==> config.mk <==
export PLATFORM = sky130hd
export DESIGN_NAME = capture_sequencer
export DESIGN_NICKNAME = d
export VERILOG_FILES = /design/src/rtl/capseq_pkg.sv /design/src/rtl/capseq_count.sv /design/src/rtl/capseq_wptr.sv /design/src/rtl/capseq_fsm.sv /design/src/rtl/capture_sequencer.sv
export SDC_FILE = /design/constraint.sdc
export NUM_CORES = 1
export LEC_CHECK = 0
export ABC_CLOCK_PERIOD_IN_PS = 4200
export CAP_MARGIN = 20
export CORE_MARGIN = 2
export CORE_UTILIZATION = 46
export CTS_CLUSTER_SIZE = 28
export DETAILED_ROUTE_END_ITERATION = 10
export GPL_ROUTABILITY_DRIVEN = 0
export PLACE_DENSITY = 0.83
export SLEW_MARGIN = 20
export SYNTH_ARGS = -nofsm -noshare
export SYNTH_HDL_FRONTEND = slang
export SYNTH_SLANG_ARGS = --single-unit
==> constraint.sdc <==
create_clock -name clk -period 4.2 [get_ports clk]
set_input_delay 0.84 -clock clk [delete_from_list [all_inputs] [get_ports clk]]
set_output_delay 0.84 -clock clk [all_outputs]
set_load 0.02 [all_outputs]
==> src/rtl/capseq_pkg.sv <==
package capseq_pkg;

    typedef enum logic [2:0] {
        S_IDLE = 3'd0,
        S_PRE  = 3'd1,
        S_WAIT = 3'd2,
        S_POST = 3'd3,
        S_TAG  = 3'd4
    } cap_state_t;

    typedef enum logic [1:0] {
        CMD_NONE  = 2'b00,
        CMD_START = 2'b01,
        CMD_STOP  = 2'b10,
        CMD_RSVD  = 2'b11
    } cap_cmd_t;

endpackage

==> src/rtl/capseq_count.sv <==
// Phase sample counter: counts written samples against a programmed limit.
module capseq_count #(
    parameter int CNT_W = 12
) (
    input  logic             clk,
    input  logic             rst_n,
    input  logic             clr,
    input  logic             inc,
    input  logic [CNT_W-1:0] limit,
    output logic             zero,
    output logic             last
);
    logic [CNT_W-1:0] cnt_q;
    logic [CNT_W:0]   cnt_nx;

    always_comb begin
        cnt_nx = {1'b0, cnt_q} + 1'b1;
        zero   = (limit == '0);
        last   = zero || (inc && (cnt_nx >= {1'b0, limit}));
    end

    always_ff @(posedge clk) begin
        if (!rst_n) begin
            cnt_q <= '0;
        end else if (clr) begin
            cnt_q <= '0;
        end else if (inc) begin
            cnt_q <= cnt_nx[CNT_W-1:0];
        end
    end
endmodule

==> src/rtl/capseq_wptr.sv <==
// Circular word pointer with trigger-moment capture as a byte address.
module capseq_wptr #(
    parameter int ADDR_W = 5,
    parameter int BSH    = 2
) (
    input  logic                  clk,
    input  logic                  rst_n,
    input  logic                  clr,
    input  logic                  adv,
    input  logic                  take,
    output logic [ADDR_W-1:0]     wptr,
    output logic [ADDR_W+BSH-1:0] trig_baddr
);
    logic [ADDR_W-1:0] trig_word_q;

    always_ff @(posedge clk) begin
        if (!rst_n) begin
            wptr        <= '0;
            trig_word_q <= '0;
        end else begin
            if (clr) begin
                wptr <= '0;
            end else if (adv) begin
                wptr <= wptr + 1'b1;
            end
            if (take) begin
                trig_word_q <= wptr;
            end
        end
    end

    generate
        if (BSH == 0) begin : g_word
            assign trig_baddr = trig_word_q;
        end else begin : g_byte
            assign trig_baddr = {trig_word_q, {BSH{1'b0}}};
        end
    endgenerate

    // top of memory wraps to word zero
    a_r7_wrap: assert property (@(posedge clk) disable iff (!rst_n)
        (adv && !clr && wptr == {ADDR_W{1'b1}}) |=> (wptr == '0));

    // a new capture starts at word zero
    a_r2_start_zero: assert property (@(posedge clk) disable iff (!rst_n)
        clr |=> (wptr == '0));
endmodule

==> src/rtl/capseq_fsm.sv <==
// Capture sequencing state machine.
module capseq_fsm
    import capseq_pkg::*;
(
    input  logic       clk,
    input  logic       rst_n,
    input  logic       cmd_valid,
    input  logic [1:0] cmd_code,
    input  logic       sample_valid,
    input  logic       trigger_in,
    input  logic       cnt_zero,
    input  logic       cnt_last,
    output cap_state_t state_q,
    output logic       samp_we,
    output logic       tag_we,
    output logic       trig_take,
    output logic       stop_take,
    output logic       cnt_inc,
    output logic       cnt_clr,
    output logic       ptr_clr,
    output logic       trig_pulse,
    output logic       end_pulse
);
    cap_state_t state_d;
    logic       start_cmd;
    logic       counting;

    assign start_cmd = cmd_valid && (cmd_code == CMD_START);
    assign stop_take = cmd_valid && (cmd_code == CMD_STOP);
    assign counting  = (state_q == S_PRE) || (state_q == S_POST);

    // state register
    always_ff @(posedge clk) begin
        if (!rst_n) begin
            state_q <= S_IDLE;
        end else begin
            state_q <= state_d;
        end
    end

    // next state
    always_comb begin
        state_d = state_q;
        unique case (state_q)
            S_IDLE: if (start_cmd) state_d = S_PRE;
            S_PRE: begin
                if (stop_take)     state_d = S_IDLE;
                else if (cnt_last) state_d = S_WAIT;
            end
            S_WAIT: begin
                if (stop_take)       state_d = S_IDLE;
                else if (trigger_in) state_d = S_POST;
            end
            S_POST: begin
                if (stop_take)     state_d = S_IDLE;
                else if (cnt_last) state_d = S_TAG;
            end
            S_TAG:   state_d = S_IDLE;
            default: state_d = S_IDLE;
        endcase
    end

    // datapath strobes
    always_comb begin
        samp_we   = sample_valid && !stop_take &&
                    ((state_q == S_WAIT) || (counting && !cnt_zero));
        tag_we    = (state_q == S_TAG) && !stop_take;
        trig_take = (state_q == S_WAIT) && !stop_take && trigger_in;
        cnt_inc   = samp_we && counting;
        cnt_clr   = (state_d != state_q);
        ptr_clr   = (state_q == S_IDLE) && start_cmd;
    end

    // event pulses
    always_ff @(posedge clk) begin
        if (!rst_n) begin
            trig_pulse <= 1'b0;
            end_pulse  <= 1'b0;
        end else begin
            trig_pulse <= trig_take;
            end_pulse  <= tag_we;
        end
    end

    // idle is left only on start
    a_r1_idle_hold: assert property (@(posedge clk) disable iff (!rst_n)
        (state_q == S_IDLE && !start_cmd) |=> (state_q == S_IDLE));

    // a trigger pulse only follows a waiting cycle
    a_r3_trig_from_wait: assert property (@(posedge clk) disable iff (!rst_n)
        trig_pulse |-> ($past(state_q) == S_WAIT));

    // tag write lasts one cycle, then idle
    a_r6_tag_then_idle: assert property (@(posedge clk) disable iff (!rst_n)
        (state_q == S_TAG) |=> (state_q == S_IDLE && end_pulse == !$past(stop_take)));
endmodule

==> src/rtl/capture_sequencer.sv <==
module capture_sequencer
    import capseq_pkg::*;
#(
    parameter int DATA_W = 32,
    parameter int ADDR_W = 5,
    parameter int CNT_W  = 12,
    parameter int TS_W   = 32
) (
    input  logic                              clk,
    input  logic                              rst_n,
    input  logic                              cmd_valid,
    input  logic [1:0]                        cmd_code,
    input  logic [CNT_W-1:0]                  pre_count,
    input  logic [CNT_W-1:0]                  post_count,
    input  logic                              sample_valid,
    input  logic [DATA_W-1:0]                 sample_data,
    input  logic                              trigger_in,
    input  logic [TS_W-1:0]                   timestamp,
    output logic                              mem_we,
    output logic [ADDR_W-1:0]                 mem_addr,
    output logic [DATA_W-1:0]                 mem_wdata,
    output logic [ADDR_W+$clog2(DATA_W/8)-1:0] trig_byte_addr,
    output logic [TS_W-1:0]                   trig_stamp,
    output logic [TS_W-1:0]                   stop_stamp,
    output logic                              trig_pulse,
    output logic                              end_pulse,
    output logic                              busy
);
    localparam int BSH = $clog2(DATA_W / 8);

    cap_state_t       state;
    logic             samp_we, tag_we, trig_take, stop_take;
    logic             cnt_inc, cnt_clr, ptr_clr, cnt_zero, cnt_last;
    logic [CNT_W-1:0] limit;
    logic [DATA_W-1:0] tag_word;

    assign limit = (state == S_POST) ? post_count : pre_count;

    capseq_fsm u_fsm (
        .clk(clk), .rst_n(rst_n),
        .cmd_valid(cmd_valid), .cmd_code(cmd_code),
        .sample_valid(sample_valid), .trigger_in(trigger_in),
        .cnt_zero(cnt_zero), .cnt_last(cnt_last),
        .state_q(state),
        .samp_we(samp_we), .tag_we(tag_we), .trig_take(trig_take),
        .stop_take(stop_take), .cnt_inc(cnt_inc), .cnt_clr(cnt_clr),
        .ptr_clr(ptr_clr), .trig_pulse(trig_pulse), .end_pulse(end_pulse)
    );

    capseq_count #(.CNT_W(CNT_W)) u_cnt (
        .clk(clk), .rst_n(rst_n), .clr(cnt_clr), .inc(cnt_inc),
        .limit(limit), .zero(cnt_zero), .last(cnt_last)
    );

    capseq_wptr #(.ADDR_W(ADDR_W), .BSH(BSH)) u_ptr (
        .clk(clk), .rst_n(rst_n), .clr(ptr_clr),
        .adv(samp_we || tag_we), .take(trig_take),
        .wptr(mem_addr), .trig_baddr(trig_byte_addr)
    );

    // time stamps
    always_ff @(posedge clk) begin
        if (!rst_n) begin
            trig_stamp <= '0;
            stop_stamp <= '0;
        end else begin
            if (trig_take) trig_stamp <= timestamp;
            if (stop_take) stop_stamp <= timestamp;
        end
    end

    generate
        if (TS_W == DATA_W) begin : g_tag_full
            assign tag_word = trig_stamp;
        end else begin : g_tag_ext
            assign tag_word = {{(DATA_W-TS_W){1'b0}}, trig_stamp};
        end
    endgenerate

    assign mem_we    = samp_we || tag_we;
    assign mem_wdata = tag_we ? tag_word : sample_data;
    assign busy      = (state != S_IDLE);

    // memory is written only while busy
    a_r9_write_busy: assert property (@(posedge clk) disable iff (!rst_n)
        mem_we |-> busy);

    // a stop leaves the block idle on the next cycle
    a_r8_stop_idle: assert property (@(posedge clk) disable iff (!rst_n)
        stop_take |=> !busy);
endmodule

Yosys cells after proc, flatten, opt, wreduce, memory -nomap -nowiden:

Cells that the tools add are included.

* add/sub/neg operators: 2
* $lt $le $gt $ge: 1
* eq/ne operators: 7
* multiplexer cells: 10
* bitwise logic cells: 1
* reductions and logical operators: 22

Operators with widths (count)
* $mux 32: 1
* $mux 3: 7
* $add 12x1->13 const B: 1
* $ge 13x12->1: 1
* $logic_not 12->1: 1
* $mux 12: 1
* $pmux 3 s4: 1
* $logic_and 1x1->1: 11
* $eq 3x2->1 const B: 2
* $add 5x1->5 const B: 1
* $logic_or 1x1->1: 4
* $reduce_or 2->1: 2
* $eq 3x1->1 const B: 1
* $eq 3x3->1 const B: 1
* $logic_not 3->1: 1
* $ne 3x3->1: 1
* $reduce_bool 3->1: 1
* $eq 2x1->1 const B: 1
* $eq 2x2->1 const B: 1
* $logic_not 1->1: 2
* $not 1->1: 1

* register bits: 91
* bits of input ports: 95
* output and inout bits: 112
* word-level logic and storage cells: 51

Longest topological paths before layout:

Gate-level depths: netlist of run 1.

* word-level depth: 15
* depth in mapped cells: 11
* depth with buffers taken out: 10

Hierarchy:

From an unflattened synthesis of run 1, not the netlist that was laid out.

* cell total of the unflattened synthesis: 462
* area, all modules: 4847.1 µm²

Modules (own cells, without submodules)
* capture_sequencer: instances 1, cells each 259, area an instance 3047.9 µm², seq. area each 1281.2 µm²
* capseq_count: instances 1, cells each 127, area an instance 1041.0 µm², seq. area each 240.2 µm²
* capseq_wptr: instances 1, cells each 42, area an instance 442.9 µm², seq. area each 200.2 µm²
* capseq_fsm: instances 1, cells each 34, area an instance 315.3 µm², seq. area each 100.1 µm²

Least setup slack after synthesis of run 1:

No wires, ideal clock.

* kind: input-to-output
* start: input port cmd_valid
* end: output port mem_wdata[10]
* arrival: 2314 ps
* data required time: 3360 ps
* setup slack: 1046 ps
* stages: 6
* path buffers: 3
* cell sequence: and3b_1 -> buf_6 -> clkbuf_1 -> nor3_2 -> buf_2 -> mux2_1

* longest elaborated chain between the ends: 4

Ends and longest elaborated chain
* start: declaration: RTL line capture_sequencer.sv:11 `input logic cmd_valid,`
* $logic_and 1x1->1: RTL line capseq_fsm.sv:29 `assign stop_take = cmd_valid && (cmd_code == CMD_STOP);`
* $logic_not 1->1: RTL line capseq_fsm.sv:67 `tag_we = (state_q == S_TAG) && !stop_take;`
* $logic_and 1x1->1: RTL line capseq_fsm.sv:67
* $mux 32: RTL line capture_sequencer.sv:81 `assign mem_wdata = tag_we ? tag_word : sample_data;`
* end: declaration: RTL line capture_sequencer.sv:21 `output logic [DATA_W-1:0] mem_wdata,`

Every way passes these cells.

Worst setup path in the final report of run 1:

* start: input port pre_count[8]
* end: output port mem_we

* longest elaborated chain between the ends: 7

Ends and longest elaborated chain
* start: declaration: RTL line capture_sequencer.sv:13 `input logic [CNT_W-1:0] pre_count,`
* $mux 12: RTL line capture_sequencer.sv:37 `assign limit = (state == S_POST) ? post_count : pre_count;`
* $logic_not 12->1: RTL line capseq_count.sv:18 `zero = (limit == '0);`
* $logic_not 1->1: RTL line capseq_fsm.sv:66 `((state_q == S_WAIT) || (counting && !cnt_zero));`
* $logic_and 1x1->1: RTL line capseq_fsm.sv:66
* $logic_or 1x1->1: RTL line capseq_fsm.sv:66
* $logic_and 1x1->1: RTL line capseq_fsm.sv:65 `samp_we = sample_valid && !stop_take &&`
* $logic_or 1x1->1: RTL line capture_sequencer.sv:80 `assign mem_we = samp_we || tag_we;`
* end: declaration: RTL line capture_sequencer.sv:19 `output logic mem_we,`

Every way passes these cells.

==> results of run 1 <==
## cells in the mapped netlist (2+ instances only)
cell type,n,area share [%]
ha_1,14,3.7
nor2_1,10,0.79
inv_1,4,0.32
nand4_1,7,0.92
nand3_1,9,0.95
nor3_1,5,0.53
dfxtp_1,91,38
nand4b_1,2,0.37
a21boi_0,59,9.3
mux2i_1,14,3.0
o21ai_0,7,0.74
nor3_2,10,2.1
mux2_1,29,6.9
a211oi_1,4,0.63
buf_2,10,1.1
nand3b_1,2,0.32
and2_1,2,0.26
a21oi_1,7,0.74
nand2b_1,3,0.40
a21o_1,2,0.32
a21boi_1,10,1.6
buf_6,2,0.47
xor2_1,13,2.4
nor4_1,8,1.1
xnor2_1,6,1.1
nand2_1,153,12
buf_4,3,0.47
mux2_2,4,0.95
clkbuf_1,19,1.5
or3_1,8,1.1
## path summary, 6_finish.rpt
kind             startpoint             end  slack (ns)  cells after the start
max            pre_count[8]          mem_we        0.35                      6
min          stop_stamp[30]  stop_stamp[30]        0.47                      2
max reg2reg  u_cnt.cnt_q[0]  u_cnt.cnt_q[3]        0.77                     10
min reg2reg  stop_stamp[30]  stop_stamp[30]        0.47                      2
## per-layer routing
metal / up-vias / global-route usage, %
met4: 0 / 7.989
met5: - / 0
li1: 2253 / -
met2: 178 / 46.82
met1: 2209 / 30.58
met3: 28 / 6.184
## kinds of logic (layout without fill, tap and decap cells)
| logic type | Yosys count | after routing | synth area share (%) |
|---|---|---|---|
| fa+ha+maj | 14 | 14 | 3.689 |
| buf+inv | 40 | 235 | 4.058 |
| xor+xnor | 19 | 19 | 3.505 |
| other cells | 1 | 2 | 0.07898 |
| simple gates | 230 | 230 | 23.48 |
| mux | 47 | 47 | 10.78 |
| flops | 91 | 91 | 38.37 |
| compound gates | 101 | 101 | 16.05 |
## metrics by stage
stage,std cells,power [mW],hold WS (ns),worst slack [ns],util [%]
6_report,875,1.758,0.4667,0.3457,69.55
5_1_grt,875,1.824,0.4862,0.2632,69.55
4_1_cts,875,1.765,0.4714,0.3559,69.55
3_5_place_dp,859,1.180,0.4586,0.3636,67.65
3_3_place_gp,859,1.174,0.4502,0.3767,67.65
2_1_floorplan,544,1.015,0.5057,1.046,-
## area by class of cell
cell class                      count  area [um2]
Fill cell                         843        3102
Multi-Input combinational cell    413        2751
Timing Repair Buffer              215        2132
Sequential cell                    91        1822
Tap cell                          136       170.2
Clock buffer                       11       131.4
Clock inverter                      5       61.31
Inverter                            4       15.01
## power groups by stage
stage	clock (mW)	combinational [mW]	sequential, mW
6_report	0.597	0.278	0.883
5_1_grt	0.643	0.297	0.884
4_1_cts	0.603	0.279	0.883
3_3_place_gp	0	0.272	0.902
2_1_floorplan	0	0.103	0.913
3_5_place_dp	0	0.277	0.903
## flip-flops by register name (all words and copies together) (netlist names)
signal             count
stop_stamp            32
u_fsm.end_pulse        1
u_cnt.cnt_q           12
u_ptr.wptr             5
u_fsm.state_q          3
u_ptr.trig_word_q      5
trig_stamp            32
u_fsm.trig_pulse       1
## critical path, cell delays in order
cell             delay, ns
clkdlybuf4s50_1       0.43
nor4_1                0.49
nand4_1               0.26
a31oi_4               0.37
inv_1                 0.07
clkdlybuf4s50_1       0.54
==> results.json, run 1 <==
{
  "status": "finished, final reports clean",
  "fmax_ghz": 0.2595,
  "internal_power_mw": 1.310,
  "worstPathArrival_ns": 3.01,
  "drive_above_1_share_pct": 7.442,
  "hp-class": "register to register",
  "fin_nets": 843,
  "crit_type": "input port to output port",
  "dieHeight_um": 105.6,
  "drv_cap": 0,
  "avgSynthCellArea_um2": 8.745,
  "ir_drop_uv": 164.5,
  "m1WireLength_um": 5896,
  "htreeDepth": 3,
  "synthCells": 543,
  "fin_tns_setup_ns": 0,
  "clock_path_buffers": 2,
  "synthArstFlopShare_pct": 0,
  "cts_made_buffers": 9,
  "root_buffer": "clkbuf_8",
  "rsz0062_at_grt": "no",
  "slew_headroom_pct": 36.21,
  "worstMarginPinSlew_ns": 0.9539,
  "gr-total-overflow": 0,
  "power.leakage_nw": 2.618,
  "final_area_um2": 7083,
  "numClockSinks": 91,
  "first_global_vias": 4600,
  "synth-seq-area-share_pct": 38.37,
  "met3_length_um": 950,
  "power_density_nw_per_um2": 248.2,
  "period_share_pct": 91.77,
  "rows": 37,
  "clkTransAtPathRegs_ns": 0.09,
  "grt_max_degree": 51,
  "clk_latency_ns": 0.35,
  "post-cts-setup-buffers": 0,
  "syn_area_um2": 4748,
  "final_cell_mix": "clkdlybuf4s50_1 (203), nand2_1 (153), dfxtp_1 (91), a21boi_0 (59), mux2_1 (29)",
  "synth_edf_count": 0,
  "antenna_cells": 0,
  "dp_hpwl_um": 11160,
  "required_ns": 3.36,
  "timing_hold_violations_final": 0,
  "seqPwrFrac_pct": 50.2,
  "drc": 0,
  "cp-end-kind": "output port",
  "antenna_found_initial": 0,
  "start_util_pct": 46.62,
  "final-setup-viol-count": 0,
  "routed_wl_um": 14760,
  "core_um2": 10180,
  "cts-hold-fix-buffers": 0,
  "ys.flop_type": "dfxtp_1",
  "wl_met2_um": 7634,
  "route.top_layer_used": "met4",
  "yosysWarnings": 0,
  "drtIter0Drc": 177,
  "yosys_register_bits": 91,
  "routed-via-count": 4668,
  "cts_resized": 0,
  "min_period_ns": 3.854,
  "ant_nets": 0,
  "avgViaCountPerCell": 5.335,
  "drv_slew": 0,
  "netSwitchingFraction_pct": 25.48,
  "io_pins": 207,
  "fin_worst_skew_ns": 0.01087,
  "fp.dieW_um": 105.6,
  "place.port_buffers": 204,
  "synthToLayoutAreaGrowth_pct": 49.17,
  "grt_usage_pct": 26.05,
  "critPathMaxFanout": 9,
  "post_drt_wl_per_cell_um": 16.87,
  "dieArea_um2": 11150,
  "dr.pass1.iters": 4,
  "synthDistinctLibCells": 56,
  "clkPwrFrac_pct": 33.9,
  "cts_tree": "built",
  "power_switching_mw": 0.4479,
  "grt_pass1_wl_um": 23250,
  "layout_commonest_cell": "clkdlybuf4s50_1",
  "p_comb_share_pct": 15.8,
  "placedInstanceArea_um2": 6890,
  "startpoint_type": "input port"
}
Note: power is estimated with default switching activity, not from simulation.
==> inputs of run 2 (changes only) <==
--- a/config.mk
+++ b/config.mk
@@ -13,6 +13,7 @@
 export DETAILED_ROUTE_END_ITERATION = 10
 export GPL_ROUTABILITY_DRIVEN = 0
 export PLACE_DENSITY = 0.83
+export SKIP_CTS_REPAIR_TIMING = 1
 export SLEW_MARGIN = 20
 export SYNTH_ARGS = -nofsm -noshare
 export SYNTH_HDL_FRONTEND = slang
==> results of run 2 <==
No change in the layout: final DEF, timing and power equal those of run 1.
